[config.mk]
export PLATFORM = sky130hd
export DESIGN_NAME = cds_hit_finder
export DESIGN_NICKNAME = d
export VERILOG_FILES = /design/src/rtl/cdzs_pkg.sv /design/src/rtl/cdzs_lane.sv /design/src/rtl/cdzs_scan.sv /design/src/rtl/cdzs_store.sv /design/src/rtl/cds_hit_finder.sv
export SDC_FILE = /design/constraint.sdc
export NUM_CORES = 2
export LEC_CHECK = 0
export BUFFER_PORTS_ARGS = -buffer_cell sky130_fd_sc_hd__clkbuf_2
export CAP_MARGIN = 20
export CELL_PAD_IN_SITES_DETAIL_PLACEMENT = 1
export CELL_PAD_IN_SITES_GLOBAL_PLACEMENT = 2
export CORE_ASPECT_RATIO = 0.7
export CORE_UTILIZATION = 46
export CTS_BUF_LIST = sky130_fd_sc_hd__clkbuf_8
export CTS_CLUSTER_DIAMETER = 100
export DETAILED_ROUTE_END_ITERATION = 8
export PLACE_DENSITY = 0.78
export SLEW_MARGIN = 20
export SYNTH_ARGS = -nofsm -noshare
export SYNTH_HDL_FRONTEND = slang
export SYNTH_SLANG_ARGS = --single-unit
[constraint.sdc]
create_clock -name clk_i -period 4.9 [get_ports clk_i]
set_input_delay 0.49 -clock clk_i [delete_from_list [all_inputs] [get_ports clk_i]]
set_output_delay 0.49 -clock clk_i [all_outputs]
set_load 0.005 [all_outputs]
[src/rtl/cdzs_pkg.sv]
package cdzs_pkg;
  localparam int SAMPLE_W = 8;
  localparam int DIFF_W   = SAMPLE_W + 1;

  typedef logic [SAMPLE_W-1:0]      sample_t;
  typedef logic signed [DIFF_W-1:0] diff_t;

  function automatic diff_t cds_sub(sample_t s_first, sample_t s_second);
    return diff_t'({1'b0, s_first}) - diff_t'({1'b0, s_second});
  endfunction
endpackage

[src/rtl/cdzs_lane.sv]
module cdzs_lane
  import cdzs_pkg::*;
(
  input  sample_t sig_i,
  input  sample_t ped_i,
  input  sample_t thr_i,
  output logic    hit_o,
  output sample_t amp_o
);
  diff_t diff;
  diff_t thr_s;

  always_comb begin
    diff  = cds_sub(sig_i, ped_i);
    thr_s = diff_t'({1'b0, thr_i});
    // thr_s >= 0, so a pass implies a positive difference <= 255
    hit_o = (diff > thr_s);
    amp_o = diff[SAMPLE_W-1:0];
  end
endmodule

[src/rtl/cdzs_scan.sv]
module cdzs_scan
  import cdzs_pkg::*;
#(
  parameter int LANES = 8,
  parameter int COL_W = 7,
  parameter int ROW_W = 12,
  localparam int LANE_W = (LANES > 1) ? $clog2(LANES) : 1
) (
  input  logic                      clk_i,
  input  logic                      rst_ni,
  input  logic                      load_i,
  input  logic [LANES-1:0]          hit_i,
  input  logic [LANES*SAMPLE_W-1:0] amp_i,
  input  logic [ROW_W-1:0]          row_i,
  input  logic [COL_W-1:0]          base_i,
  output logic                      ready_o,
  output logic                      wr_o,
  output logic [ROW_W-1:0]          wr_row_o,
  output logic [COL_W-1:0]          wr_col_o,
  output sample_t                   wr_amp_o
);
  logic [LANES-1:0]          mask_q;
  logic [LANES*SAMPLE_W-1:0] amp_q;
  logic [ROW_W-1:0]          row_q;
  logic [COL_W-1:0]          base_q;
  logic [LANES-1:0]          mask_rest;
  logic [LANE_W-1:0]         sel;

  // lowest pending lane wins
  always_comb begin
    sel = '0;
    for (int i = LANES - 1; i >= 0; i--) begin
      if (mask_q[i]) sel = LANE_W'(i);
    end
  end

  assign mask_rest = mask_q & (mask_q - LANES'(1));
  assign ready_o   = (mask_rest == '0);
  assign wr_o      = (mask_q != '0);
  assign wr_row_o  = row_q;
  assign wr_col_o  = base_q + COL_W'(sel);
  assign wr_amp_o  = amp_q[sel*SAMPLE_W +: SAMPLE_W];

  always_ff @(posedge clk_i or negedge rst_ni) begin
    if (!rst_ni) begin
      mask_q <= '0;
      amp_q  <= '0;
      row_q  <= '0;
      base_q <= '0;
    end else if (load_i) begin
      mask_q <= hit_i;
      amp_q  <= amp_i;
      row_q  <= row_i;
      base_q <= base_i;
    end else begin
      mask_q <= mask_rest;
    end
  end
endmodule

[src/rtl/cdzs_store.sv]
module cdzs_store #(
  parameter int DEPTH = 64,
  parameter int ENT_W = 27,
  localparam int ADDR_W = (DEPTH > 1) ? $clog2(DEPTH) : 1,
  localparam int CNT_W  = $clog2(DEPTH + 1)
) (
  input  logic              clk_i,
  input  logic              rst_ni,
  input  logic              wr_i,
  input  logic [ENT_W-1:0]  wr_data_i,
  input  logic              clr_i,
  input  logic [ADDR_W-1:0] rd_addr_i,
  output logic [ENT_W-1:0]  rd_data_o,
  output logic [CNT_W-1:0]  count_o,
  output logic              ovf_o
);
  logic [ENT_W-1:0] mem [DEPTH];
  logic [CNT_W-1:0] count_q;
  logic             ovf_q;
  logic             full;
  logic             do_wr;

  assign full  = (count_q == CNT_W'(DEPTH));
  assign do_wr = wr_i && !clr_i && !full;

  always_ff @(posedge clk_i or negedge rst_ni) begin
    if (!rst_ni) begin
      count_q <= '0;
      ovf_q   <= 1'b0;
    end else if (clr_i) begin
      count_q <= '0;
      ovf_q   <= 1'b0;
    end else if (wr_i) begin
      if (full) ovf_q <= 1'b1;
      else      count_q <= count_q + CNT_W'(1);
    end
  end

  always_ff @(posedge clk_i) begin
    if (do_wr) mem[count_q[ADDR_W-1:0]] <= wr_data_i;
    rd_data_o <= mem[rd_addr_i];
  end

  assign count_o = count_q;
  assign ovf_o   = ovf_q;
endmodule

[src/rtl/cds_hit_finder.sv]
module cds_hit_finder
  import cdzs_pkg::*;
#(
  parameter int N_COLS = 128,
  parameter int LANES  = 8,
  parameter int ROW_W  = 12,
  parameter int DEPTH  = 64,
  localparam int BEATS  = N_COLS / LANES,
  localparam int COL_W  = (N_COLS > 1) ? $clog2(N_COLS) : 1,
  localparam int ADDR_W = (DEPTH > 1) ? $clog2(DEPTH) : 1,
  localparam int CNT_W  = $clog2(DEPTH + 1),
  localparam int ENT_W  = ROW_W + COL_W + SAMPLE_W
) (
  input  logic                      clk_i,
  input  logic                      rst_ni,
  input  logic                      thr_we_i,
  input  logic [SAMPLE_W-1:0]       thr_i,
  input  logic                      in_valid_i,
  output logic                      in_ready_o,
  input  logic [ROW_W-1:0]          in_row_i,
  input  logic [LANES*SAMPLE_W-1:0] in_sig_i,
  input  logic [LANES*SAMPLE_W-1:0] in_ped_i,
  input  logic                      frame_clr_i,
  input  logic [ADDR_W-1:0]         rd_addr_i,
  output logic [ENT_W-1:0]          rd_data_o,
  output logic [CNT_W-1:0]          hit_count_o,
  output logic                      overflow_o
);
  sample_t                   thr_q;
  logic                      accept;
  logic [LANES-1:0]          hit;
  logic [LANES*SAMPLE_W-1:0] amp;
  logic [COL_W-1:0]          col_base;
  logic                      wr;
  logic [ROW_W-1:0]          wr_row;
  logic [COL_W-1:0]          wr_col;
  sample_t                   wr_amp;

  assign accept = in_valid_i && in_ready_o;

  always_ff @(posedge clk_i or negedge rst_ni) begin
    if (!rst_ni)       thr_q <= '0;
    else if (thr_we_i) thr_q <= thr_i;
  end

  for (genvar l = 0; l < LANES; l++) begin : g_lane
    cdzs_lane u_lane (
      .sig_i (in_sig_i[l*SAMPLE_W +: SAMPLE_W]),
      .ped_i (in_ped_i[l*SAMPLE_W +: SAMPLE_W]),
      .thr_i (thr_q),
      .hit_o (hit[l]),
      .amp_o (amp[l*SAMPLE_W +: SAMPLE_W])
    );
  end

  if (BEATS > 1) begin : g_serial
    localparam int BEAT_W = $clog2(BEATS);
    logic [BEAT_W-1:0] beat_q;
    always_ff @(posedge clk_i or negedge rst_ni) begin
      if (!rst_ni) beat_q <= '0;
      else if (accept) beat_q <= (beat_q == BEAT_W'(BEATS - 1)) ? '0 : beat_q + BEAT_W'(1);
    end
    assign col_base = COL_W'(beat_q) * COL_W'(LANES);
  end else begin : g_parallel
    assign col_base = '0;
  end

  cdzs_scan #(
    .LANES (LANES),
    .COL_W (COL_W),
    .ROW_W (ROW_W)
  ) u_scan (
    .clk_i    (clk_i),
    .rst_ni   (rst_ni),
    .load_i   (accept),
    .hit_i    (hit),
    .amp_i    (amp),
    .row_i    (in_row_i),
    .base_i   (col_base),
    .ready_o  (in_ready_o),
    .wr_o     (wr),
    .wr_row_o (wr_row),
    .wr_col_o (wr_col),
    .wr_amp_o (wr_amp)
  );

  cdzs_store #(
    .DEPTH (DEPTH),
    .ENT_W (ENT_W)
  ) u_store (
    .clk_i     (clk_i),
    .rst_ni    (rst_ni),
    .wr_i      (wr),
    .wr_data_i ({wr_row, wr_col, wr_amp}),
    .clr_i     (frame_clr_i),
    .rd_addr_i (rd_addr_i),
    .rd_data_o (rd_data_o),
    .count_o   (hit_count_o),
    .ovf_o     (overflow_o)
  );
endmodule

==> metrics.csv <==
stage;metric;value;unit
run_status;status;complete, no violations;
pwr;pwr_density_cell;504;nW/um^2
die;ioPinCount;195;
timing;drv_slew;0;
detailed_routing;wl_per_cell;32.7;microns
critical_path;r2r_cells;9;
clocking;cts-htree-levels;5;
finish;layout-drive-gt1-share;0.262;
finish;multi_input_area;19600;sq um
critical_path;r2r_end;u_store.mem[60][15]$_DFFE_PP_;
detailed_routing;via_per_inst;6.13;
timing;timing.hold.ws;74.3;ps
placement;io_buffer_count;194;
clocking;insertion_delay;1010;ps
timing;rsz0062_at_grt;false;
timing;period_share;0.826;
critical_path;r2r_setup_slack;850;ps
synth;syn_area;75200;sq um
placement;pre_cts_ws;978;ps
detailed_routing;drtPass1Iterations;5;
synth;syn_inst;3997;
clocking;cts_tree;built;
synth;ys_warn_count;0;
critical_path;criticalPathCategory;reg2reg;
grt;antenna_found_initial;17;
clocking;clk_transition_reported_paths;60;ps
critical_path;crit_path_max_fanout;27;
clocking;clockBufferDepth;4;
synth;synth-seq-cells;1863;
pwr;peakVddDrop;980;uV
timing;setup_tns;0;ps
critical_path;r2r_start;u_store.count_o[3]$_DFFE_PN0P_;
pwr;p_leak;0.0294;uW
detailed_routing;vias;42000;
finish;fill_cells;14600;
clocking;postCtsSetupRepairBufs;0;
grt;grt_overflow;0;
timing;layout_min_cycle_time;4050;ps
detailed_routing;drt-total-wl;224000;microns
placement;gp_congestion;0.857;
synth;seq_area_frac_synth;0.733;
clocking;cts-root-buf;clkbuf_8;
die;dieArea;165000;sq um
synth;syn_avg_cell_area;18.8;sq um
grt;grt_pass1_wl;317000;microns
critical_path;cp.arrival;4610;ps
finish;syn_to_final_growth;15.0;%
finish;final_cell_mix;edfxtp_1, mux4_2, clkbuf_8;
detailed_routing;drt_iter0_drc;5237;
timing;max_slew.worst_pin.slew;1130;ps
timing;fmax;0.247;GHz
die;chipHeight;340;microns
die;start_util;0.466;
grt;grt_max_degree;75;
synth;synth-main-ff-cell;edfxtp_1;
grt;grt.total_usage;0.271;
grt;first_global_vias;42800;
critical_path;crit_required;5470;ps
synth;synth-edff-count;1728;
timing;slew_headroom;0.246;
worst_hold_path;min-delay-path-class;in2async;
finish;final_common_cell;edfxtp_1;
clocking;cts_resized;0;
finish;nNetsFinal;4817;
timing;setup_violations;0;
detailed_routing;drc;0;
critical_path;cp-start-kind;flop;
synth;syn_nets;4295;
synth;yosysUniqueCellTypes;66;
clocking;cts.sink_count;1863;
job;maxCapViolCount;0;
synth;async_flop_share;0.0580;
die;core-area;161000;sq um
detailed_routing;ant_nets;0;
clocking;numCtsBuffers;293;
critical_path;end_kind;flop;
timing;clock_skew;66.2;ps
timing;final_hold_viol_count;0;
placement;place.detailed.hpwl;142000;microns
finish;seq_area;55200;sq um
timing;setup_slack;855;ps
die;fp-row-count;123;
die;die_w;485;microns
-- synthesized netlist by cell type (all sizes together), types with 6 or more instances --
cell | n | area (sq um)
edfxtp | 1728 | 51900
mux4 | 319 | 7180
mux2i | 216 | 2160
nor2 | 188 | 706
ha | 131 | 1640
dfrtp | 108 | 2700
buf | 107 | 566
a21oi | 102 | 510
a22oi | 101 | 758
mux2 | 101 | 1140
inv | 91 | 342
o21ai | 88 | 440
clkbuf | 80 | 300
nand2 | 76 | 288
o22ai | 51 | 319
a22o | 50 | 438
nor2b | 47 | 294
nand4 | 44 | 275
a211oi | 33 | 248
nor3 | 30 | 150
xnor2 | 30 | 263
dfxtp | 27 | 541
o21a | 27 | 203
nand3 | 24 | 120
o221ai | 18 | 158
nand2b | 15 | 93.8
xor2 | 14 | 123
a31oi | 13 | 81.3
o311ai | 12 | 105
a221oi | 11 | 96.3
o32a | 11 | 111
o41ai | 10 | 125
a21o | 8 | 60.1
fa | 8 | 160
nand3b | 7 | 52.6
nor3b | 7 | 52.6
or3 | 7 | 43.8
and2 | 6 | 37.5
o2111ai | 6 | 52.6
-- sequential cells by signal, summed over array words and instances, names as in the netlist --
register / flops
u_store.ovf_o: 1
u_scan.base_q: 4
u_store.rd_data_o: 27
thr_q: 8
u_store.count_o: 7
g_serial.beat_q: 4
u_scan.mask_q: 8
u_store.mem: 1728
u_scan.amp_q: 64
u_scan.wr_row_o: 12
-- power by group --
part           switching (uW)  internal, uW
clock                    6060          6160
sequential               1410         21700
combinational            6120          2080
total                   13600         30000
-- kinds of logic after synthesis --
kind of cell	share of synthesized area
flops	0.733
mux	0.139
buf+inv	0.0161
fa+ha+maj	0.0241
compound gates	0.0518
xor+xnor	0.00512
simple gates	0.0306
-- critical path: stages (launching register included) --
cell     delay, ps
dfrtp_1        550
or3_1          170
buf_4          270
nor3_1         190
a31oi_1        420
buf_4          250
and2_1         210
nand3_1        360
buf_4          340
nor2_4         810
-- per-stage QoR --
| step | power, uW | util | instances | cell area, sq um |
|---|---|---|---|---|
| after floorplan | 26600 | - | 3997 | 75300 |
| after CTS | 43600 | 0.534 | 6830 | 86100 |
| after detailed placement | 31600 | 0.497 | 6270 | 80300 |
| final | 43600 | 0.536 | 6850 | 86500 |
| after global placement | 31100 | 0.494 | 6250 | 79800 |
| after global routing | 44800 | 0.536 | 6849 | 86500 |
-- worst max-delay path by stage --
| stage | from | end | slack (ps) |
|---|---|---|---|
| 3_3_place_gp | u_store.count_o[3]$_DFFE_PN0P_ | u_store.mem[44][14]$_DFFE_PP_ | 1060 |
| 5_1_grt | u_store.count_o[3]$_DFFE_PN0P_ | u_store.mem[60][15]$_DFFE_PP_ | 710 |
| 6_report | u_store.count_o[3]$_DFFE_PN0P_ | u_store.mem[60][15]$_DFFE_PP_ | 850 |
| 3_5_place_dp | u_store.count_o[3]$_DFFE_PN0P_ | u_store.mem[44][2]$_DFFE_PP_ | 980 |
| 2_1_floorplan | u_scan.mask_q[4]$_DFF_PN0_ | u_store.mem[0][0]$_DFFE_PP_ | 620 |
| 4_1_cts | u_store.count_o[3]$_DFFE_PN0P_ | u_store.mem[60][18]$_DFFE_PP_ | 910 |
-- per-layer routing --
layer | vias to the layer above | global-route usage | share of wire
met2 | 2152 | 0.394 | 0.44
met5 | - | 0 | 0.000058
li1 | 17400 | - | -
met1 | 22200 | 0.407 | 0.43
met4 | 2 | 0.0632 | 0.020
met3 | 280 | 0.0729 | 0.11
-- final cells by class --
class / instances / area share
tap: 2125 / 0.0307
clock inverter: 185 / 0.0105
clock buffer: 312 / 0.0496
multi-input combinational: 1856 / 0.226
timing repair buffer: 414 / 0.0413
sequential: 1863 / 0.638
inverter: 91 / 0.00395
antenna: 4 / 0.000116
-- what timing repair did --
action,in CTS,in global routing
hold buffers,63,0
endpoints found under the setup margin,0,0
hold endpoints to repair,110,0
Power figures use the tool's default switching activity.
